File: src/rtl/dma_regbank_pkg.sv
// Shared constants for the DMA register bank: address map and register count.
// Assumes an address bus of at least 4 bits.
package dma_regbank_pkg;
    localparam int ADR_STAT    = 0;
    localparam int ADR_MODE1   = 1;
    localparam int ADR_MODE2   = 2;
    localparam int ADR_LO_BASE = 3;   // reg k: low = 3+2k, high = 4+2k
    localparam int NREG        = 3;   // source, destination, count
    localparam int UF_BIT0     = 4;   // underflow flag of channel c at bit 4+c
    localparam int LATCH_ONLY_BIT = 15;
    typedef logic [15:0] word_t;
endpackage

File: src/rtl/dmareg_decode.sv
// Address decoder: turns a bus write/read into one-hot strobes.
// Assumes the address map from dma_regbank_pkg.
module dmareg_decode
    import dma_regbank_pkg::*;
#(
    parameter int ADDR_W = 4
) (
    input  logic [ADDR_W-1:0] addr,
    input  logic              wr,
    input  logic              rd,
    output logic              wr_stat,
    output logic              wr_m1,
    output logic              wr_m2,
    output logic              wr_lo_any,
    output logic [NREG-1:0]   wr_hi,
    output logic [NREG-1:0]   rd_hi
);
    logic [NREG-1:0] is_lo;
    logic [NREG-1:0] is_hi;

    // Match each 16-bit register's low and high byte address
    for (genvar k = 0; k < NREG; k++) begin : g_reg
        assign is_lo[k] = (int'(addr) == ADR_LO_BASE + 2*k);
        assign is_hi[k] = (int'(addr) == ADR_LO_BASE + 2*k + 1);
        assign wr_hi[k] = wr && is_hi[k];
        assign rd_hi[k] = rd && is_hi[k];
    end

    assign wr_stat   = wr && (int'(addr) == ADR_STAT);
    assign wr_m1     = wr && (int'(addr) == ADR_MODE1);
    assign wr_m2     = wr && (int'(addr) == ADR_MODE2);
    assign wr_lo_any = wr && (|is_lo);
endmodule

File: src/rtl/dmareg_stage.sv
// Byte staging: holds the low byte of a pending 16-bit write, and the low
// byte captured by a high-byte read. Assumes one shared stage for all channels.
module dmareg_stage (
    input  logic       clk,
    input  logic       rst_n,
    input  logic       wr_lo,
    input  logic [7:0] wdata,
    input  logic       rd_hi,
    input  logic [7:0] rd_lo_src,
    output logic [7:0] wr_lo_q,
    output logic [7:0] rd_lo_q
);
    // Stage the low byte of a write until its high byte arrives
    always_ff @(posedge clk) begin
        if (!rst_n)     wr_lo_q <= '0;
        else if (wr_lo) wr_lo_q <= wdata;
    end

    // Capture the low byte alongside a high-byte read
    always_ff @(posedge clk) begin
        if (!rst_n)     rd_lo_q <= '0;
        else if (rd_hi) rd_lo_q <= rd_lo_src;
    end
endmodule

File: src/rtl/dmareg_chan.sv
// One channel: its mode word plus working copies and reload latches of the
// source, destination and count registers. Assumes strobes are already
// gated by the channel select (sel).
module dmareg_chan
    import dma_regbank_pkg::*;
(
    input  logic              clk,
    input  logic              rst_n,
    input  logic              sel,
    input  logic              wr_m1,
    input  logic              wr_m2,
    input  logic [NREG-1:0]   wr_hi,
    input  logic [7:0]        wdata,
    input  logic [7:0]        lo_q,
    output logic [15:0]       mode,
    output logic [NREG*16-1:0] work,
    output logic [NREG*16-1:0] lat
);
    logic latch_only;
    assign latch_only = mode[LATCH_ONLY_BIT];

    // Mode byte registers
    always_ff @(posedge clk) begin
        if (!rst_n) begin
            mode <= '0;
        end else begin
            if (sel && wr_m1) mode[7:0]  <= wdata;
            if (sel && wr_m2) mode[15:8] <= wdata;
        end
    end

    for (genvar k = 0; k < NREG; k++) begin : g_reg
        // Latch takes every committed 16-bit write
        always_ff @(posedge clk) begin
            if (!rst_n)             lat[k*16 +: 16] <= '0;
            else if (sel && wr_hi[k]) lat[k*16 +: 16] <= {wdata, lo_q};
        end
        // Working copy takes it only when the latch-only flag is clear
        always_ff @(posedge clk) begin
            if (!rst_n)                            work[k*16 +: 16] <= '0;
            else if (sel && wr_hi[k] && !latch_only) work[k*16 +: 16] <= {wdata, lo_q};
        end
    end
endmodule

File: src/rtl/dmareg_status.sv
// Status register: channel select field and sticky underflow flags.
// Assumes NCH <= 4 so flags fit in bits 7:4.
module dmareg_status
    import dma_regbank_pkg::*;
#(
    parameter int NCH   = 2,
    parameter int IDX_W = 1
) (
    input  logic             clk,
    input  logic             rst_n,
    input  logic             wr_stat,
    input  logic [7:0]       wdata,
    input  logic [NCH-1:0]   uf_set,
    output logic [IDX_W-1:0] idx_q,
    output logic [NCH-1:0]   uf_q,
    output logic [7:0]       stat_byte
);
    // Channel select field
    always_ff @(posedge clk) begin
        if (!rst_n)       idx_q <= '0;
        else if (wr_stat) idx_q <= wdata[IDX_W-1:0];
    end

    for (genvar c = 0; c < NCH; c++) begin : g_uf
        // Sticky flag: engine set wins over a software clear
        always_ff @(posedge clk) begin
            if (!rst_n)                            uf_q[c] <= 1'b0;
            else if (uf_set[c])                    uf_q[c] <= 1'b1;
            else if (wr_stat && !wdata[UF_BIT0+c]) uf_q[c] <= 1'b0;
        end
    end

    // Assemble the readable status byte
    always_comb begin
        stat_byte = '0;
        stat_byte[IDX_W-1:0] = idx_q;
        stat_byte[UF_BIT0 +: NCH] = uf_q;
    end
endmodule

File: src/rtl/dma_regbank.sv
// Top: shared-window register bank for NCH DMA channels on an 8-bit bus.
// Assumes single-cycle strobes; read data is registered.
module dma_regbank
    import dma_regbank_pkg::*;
#(
    parameter int NCH    = 2,
    parameter int ADDR_W = 4
) (
    input  logic              clk,
    input  logic              rst_n,
    input  logic [ADDR_W-1:0] bus_addr,
    input  logic              bus_wr,
    input  logic              bus_rd,
    input  logic [7:0]        bus_wdata,
    output logic [7:0]        bus_rdata,
    input  logic [NCH-1:0]    uf_set,
    output logic [NCH-1:0]    uf_o,
    output logic [NCH*16-1:0] mode_o,
    output logic [NCH*16-1:0] src_o,
    output logic [NCH*16-1:0] dst_o,
    output logic [NCH*16-1:0] cnt_o,
    output logic [NCH*16-1:0] src_lat_o,
    output logic [NCH*16-1:0] dst_lat_o,
    output logic [NCH*16-1:0] cnt_lat_o
);
    localparam int IDX_W = (NCH > 1) ? $clog2(NCH) : 1;
    localparam int CW    = NREG * 16;

    logic              wr_stat, wr_m1, wr_m2, wr_lo_any;
    logic [NREG-1:0]   wr_hi, rd_hi;
    logic [IDX_W-1:0]  idx_q;
    logic [NCH-1:0]    uf_q;
    logic [7:0]        stat_byte, wr_lo_q, rd_lo_q, rd_lo_src, rd_next;
    logic [NCH*CW-1:0] work_flat, lat_flat;
    logic [15:0]       mode_sel;
    logic [CW-1:0]     work_sel;

    dmareg_decode #(.ADDR_W(ADDR_W)) i_dec (
        .addr(bus_addr), .wr(bus_wr), .rd(bus_rd),
        .wr_stat(wr_stat), .wr_m1(wr_m1), .wr_m2(wr_m2),
        .wr_lo_any(wr_lo_any), .wr_hi(wr_hi), .rd_hi(rd_hi)
    );

    dmareg_status #(.NCH(NCH), .IDX_W(IDX_W)) i_stat (
        .clk(clk), .rst_n(rst_n), .wr_stat(wr_stat), .wdata(bus_wdata),
        .uf_set(uf_set), .idx_q(idx_q), .uf_q(uf_q), .stat_byte(stat_byte)
    );

    dmareg_stage i_stage (
        .clk(clk), .rst_n(rst_n), .wr_lo(wr_lo_any), .wdata(bus_wdata),
        .rd_hi(|rd_hi), .rd_lo_src(rd_lo_src),
        .wr_lo_q(wr_lo_q), .rd_lo_q(rd_lo_q)
    );

    for (genvar c = 0; c < NCH; c++) begin : g_ch
        logic chan_sel;
        assign chan_sel = (int'(idx_q) == c);
        dmareg_chan i_chan (
            .clk(clk), .rst_n(rst_n), .sel(chan_sel),
            .wr_m1(wr_m1), .wr_m2(wr_m2), .wr_hi(wr_hi),
            .wdata(bus_wdata), .lo_q(wr_lo_q),
            .mode(mode_o[c*16 +: 16]),
            .work(work_flat[c*CW +: CW]),
            .lat(lat_flat[c*CW +: CW])
        );
        // Split each channel's flat vectors onto the named output ports
        assign src_o[c*16 +: 16]     = work_flat[c*CW +:  16];
        assign dst_o[c*16 +: 16]     = work_flat[c*CW + 16 +: 16];
        assign cnt_o[c*16 +: 16]     = work_flat[c*CW + 32 +: 16];
        assign src_lat_o[c*16 +: 16] = lat_flat[c*CW +:  16];
        assign dst_lat_o[c*16 +: 16] = lat_flat[c*CW + 16 +: 16];
        assign cnt_lat_o[c*16 +: 16] = lat_flat[c*CW + 32 +: 16];
    end

    assign uf_o = uf_q;

    // Pick the selected channel's mode and working registers
    always_comb begin
        mode_sel = '0;
        work_sel = '0;
        for (int c = 0; c < NCH; c++) begin
            if (int'(idx_q) == c) begin
                mode_sel = mode_o[c*16 +: 16];
                work_sel = work_flat[c*CW +: CW];
            end
        end
    end

    // Low byte to capture on a high-byte read, and the next read data
    always_comb begin
        rd_lo_src = '0;
        rd_next   = '0;
        if (int'(bus_addr) == ADR_STAT)  rd_next = stat_byte;
        if (int'(bus_addr) == ADR_MODE1) rd_next = mode_sel[7:0];
        if (int'(bus_addr) == ADR_MODE2) rd_next = mode_sel[15:8];
        for (int k = 0; k < NREG; k++) begin
            if (int'(bus_addr) == ADR_LO_BASE + 2*k) rd_next = rd_lo_q;
            if (int'(bus_addr) == ADR_LO_BASE + 2*k + 1) begin
                rd_next   = work_sel[k*16 + 8 +: 8];
                rd_lo_src = work_sel[k*16 +: 8];
            end
        end
    end

    // Registered read port
    always_ff @(posedge clk) begin
        if (!rst_n)      bus_rdata <= '0;
        else if (bus_rd) bus_rdata <= rd_next;
    end
endmodule

File: config.mk
export PLATFORM = sky130hd
export DESIGN_NAME = dma_regbank
export DESIGN_NICKNAME = d
export VERILOG_FILES = /design/src/rtl/dma_regbank_pkg.sv /design/src/rtl/dmareg_decode.sv /design/src/rtl/dmareg_stage.sv /design/src/rtl/dmareg_chan.sv /design/src/rtl/dmareg_status.sv /design/src/rtl/dma_regbank.sv
export SDC_FILE = /design/constraint.sdc
export NUM_CORES = 1
export LEC_CHECK = 0
export ABC_AREA = 1
export BUFFER_PORTS_ARGS = -buffer_cell sky130_fd_sc_hd__buf_2
export CAP_MARGIN = 20
export CORE_UTILIZATION = 53
export DETAILED_ROUTE_END_ITERATION = 12
export GPL_TIMING_DRIVEN = 0
export PLACE_DENSITY = 0.86
export SYNTH_ARGS = -nofsm -noshare
export SYNTH_HDL_FRONTEND = slang
export SYNTH_SLANG_ARGS = --single-unit
File: constraint.sdc
create_clock -name clk -period 2 [get_ports clk]
set_input_delay 0.1 -clock clk [delete_from_list [all_inputs] [get_ports clk]]
set_output_delay 0.1 -clock clk [all_outputs]
set_load 0.1 [all_outputs]
==> flow_summary_export.csv <==
group,metric,value,unit
run_status,status,"complete, no violations",
drt,viasPerCell,5.98,
synth,ys_types,30,
die,rows,49,
final_layout,final_cell_mix,"buf_2 (260), dfxtp_1 (250), nand2_1 (242)",
synth,syn_area,9990,um^2
final_layout,num_antenna_cells,0,
synth,synth_seq_area_share,50.3,%
synth,synthTopCellsByArea,"dfxtp_1 (50%), a21oi_1 (11%), nand2_1 (9.1%)",
setup_path,cp-end-kind,"register",
place,dpl_worst_slack,-0.201,ns
setup_path,cp.arrival,2.35,ns
sta,post-route-period-util,94.9,%
power_and_ir_drop,vdd_drop_max,599,uV
sta,finClkSkew,0.0143,ns
setup_path,cp-start-kind,"register",
sta,max_freq,0.527,GHz
sta,slew_headroom,42.6,%
place,io_buffer_count,242,
place,place.gp.congestion,0.978,
sta,setup_tns,0,ns
synth,synth_top_area_share,50.3,%
die,ioPinCount,252,
clock_tree,cts_tree,"built",
clock_tree,path_clk_slew,0.06,ns
die,die_area,19400,um^2
synth,synth_area_leader_cell,"dfxtp_1",
die,dieHeight,139,um
synth,avgSynthCellArea,7.82,um^2
setup_path,r2r-start,"i_stat.idx_q",
synth,ys.warnings.count,0,
setup_path,cp_data_required_time,2.45,ns
worst_hold_path,hold_path.startpoint,"bus_wdata[2]",
sta,finalWorstSetupSlack,0.103,ns
clock_tree,clock_latency,0.52,ns
flow_run,cap_violations,0,
clock_tree,cts-root-buf,"clkbuf_16",
worst_hold_path,min_path_type,"in2reg",
drt,vias,10766,
global_routing,grtUsageTotal,36.8,%
die,fp.coreArea,18200,um^2
global_routing,grt_first_pass_wirelength,55400,um
drt,wl_per_cell,20.6,um
clock_tree,clockBufferDepth,3,
clock_tree,cts_buffers,25,
sta,max_slew.worst_pin.slew,0.861,ns
global_routing,antenna_found_initial,0,
final_layout,finalNetCount,1572,
power_and_ir_drop,leakage,5.26,nW
sta,hold_viol_final,0,
synth,synth-seq-cells,251,
die,die_w,139,um
setup_path,path_class,"reg2reg",
setup_path,slowest_delay,0.31,ns
global_routing,grt_max_degree,15,
synth,synthCells,1277,
sta,rsz0062_at_grt,"yes",
drt,finalWirelength,37000,um
clock_tree,cts_num_sinks,251,
final_layout,final_layout_size_suffix_gt1_share,22.8,%
setup_path,startpoint,"i_stat.idx_q",
drt,antenna_left,0,
place,dp_hpwl,26200,um
drt,drt_iter0_markers,1298,
clock_tree,cts_max_level,1,
setup_path,cpMaxStageDelayCell,"dfxtp_1",
drt,drcViolationCount,0,
sta,setup_viol,0,
sta,period_minus_slack,1.90,ns
power_and_ir_drop,power_density,885,nW/um^2
setup_path,crit_path_cell_trace,"clkbuf_4 > clkbuf_2 > clkbuf_4 > nand2_1 > a21oi_1 > nor2_1 > nand4_1 > nand2_1 > a21oi_1",
final_layout,mostFrequentLayoutCell,"buf_2",
drt,first_pass_iters,7,
global_routing,grt_pass1_vias,9860,
global_routing,overflow,0,
sta,drv_slew,0,
synth,syn_nets,1295,
setup_path,crit_fanout,10,
final_layout,layout-area-overhead-vs-synth,24.5,%
die,start_util,54.9,%
routing by layer:
| metal | wire (um) | GRT usage, % |
|---|---|---|
| met5 | 0 | 0 |
| met4 | 2220 | 20.9 |
| met3 | 4320 | 8.77 |
| met2 | 16400 | 58.0 |
| met1 | 14000 | 46.4 |
sequential cells by signal (all words and copies together), names as in the netlist:
signal            count
bus_rdata             8
i_stage.rd_lo_q       8
g_ch.i_chan.lat      96
g_ch.i_chan.work     96
i_stat.stat_byte      2
g_ch.i_chan.mode     32
i_stage.wr_lo_q       8
i_stat.idx_q          1
final timing paths:
path,slack [ns],depth (start not counted),endpoint
min reg2reg,0.46,2,g_ch[1].i_chan.lat[9]
min,0.06,3,g_ch[1].i_chan.lat[42]
max reg2reg,0.10,9,bus_rdata[4]
max,0.10,9,bus_rdata[4]
layout make-up:
cell class	instances	area, um^2
fillers	1490	5770
flip-flops and latches	251	5030
multi-input cells	837	4210
repair buffers	251	1290
clock buffers	35	723
plain buffers	92	418
inverters	96	363
well taps	229	287
clock inverters	8	119
cell families (layout without fill, tap and decap cells):
group           Yosys count  in the layout  synth area share [%]
mux                       7              7                 0.701
buf+inv                 189            482                  7.64
flops                   251            251                  50.3
simple gates            365            365                  15.8
compound gates          465            465                  25.6
synth_stat cells, drive strengths merged:
library cell,count
nor3,5
clkinv,9
a221oi,1
inv,87
nor2,63
mux2i,7
a31oi,8
clkbuf,69
buf,24
nand2,244
o21ai,179
dfxtp,251
nand4,6
a21oi,218
o211ai,15
nand3,47
a211oi,44
stage by stage:
step | total power, mW | instance area, um^2 | std cells | util (%) | hold WS [ns]
floorplan | 5.93 | 9990 | 1277 | - | 0.234
global route | 11.2 | 12400 | 1799 | 68.3 | 0.0798
finish | 11.0 | 12400 | 1799 | 68.3 | 0.0638
global placement | 6.18 | 11500 | 1748 | 63.1 | 0.366
detailed placement | 6.19 | 11500 | 1748 | 63.1 | 0.364
CTS | 10.9 | 12400 | 1797 | 68.1 | 0.0514
worst max-delay path, delay by kind of cell (launching register included):
family          cells  cell delay, ns
simple gates        4            0.37
buf+inv             3            0.76
compound gates      2            0.38
flops               1            0.31
power by group:
group          leakage [nW]  switching (mW)  internal (mW)  total [mW]
Combinational          2.82           0.843          0.150       0.993
Clock                 0.418            1.99           2.89        4.88
Sequential             2.03          0.0615           5.06        5.13
what timing repair did:
item                                   in CTS  in global routing
endpoints found under the hold margin       4                  0
hold buffers                                3                  0
buffers inserted                            3                  3
setup endpoints to repair                  59                 69
gates resized for setup                     8                 16
pin swaps                                   2                  2
Power figures use the tool's default switching activity.
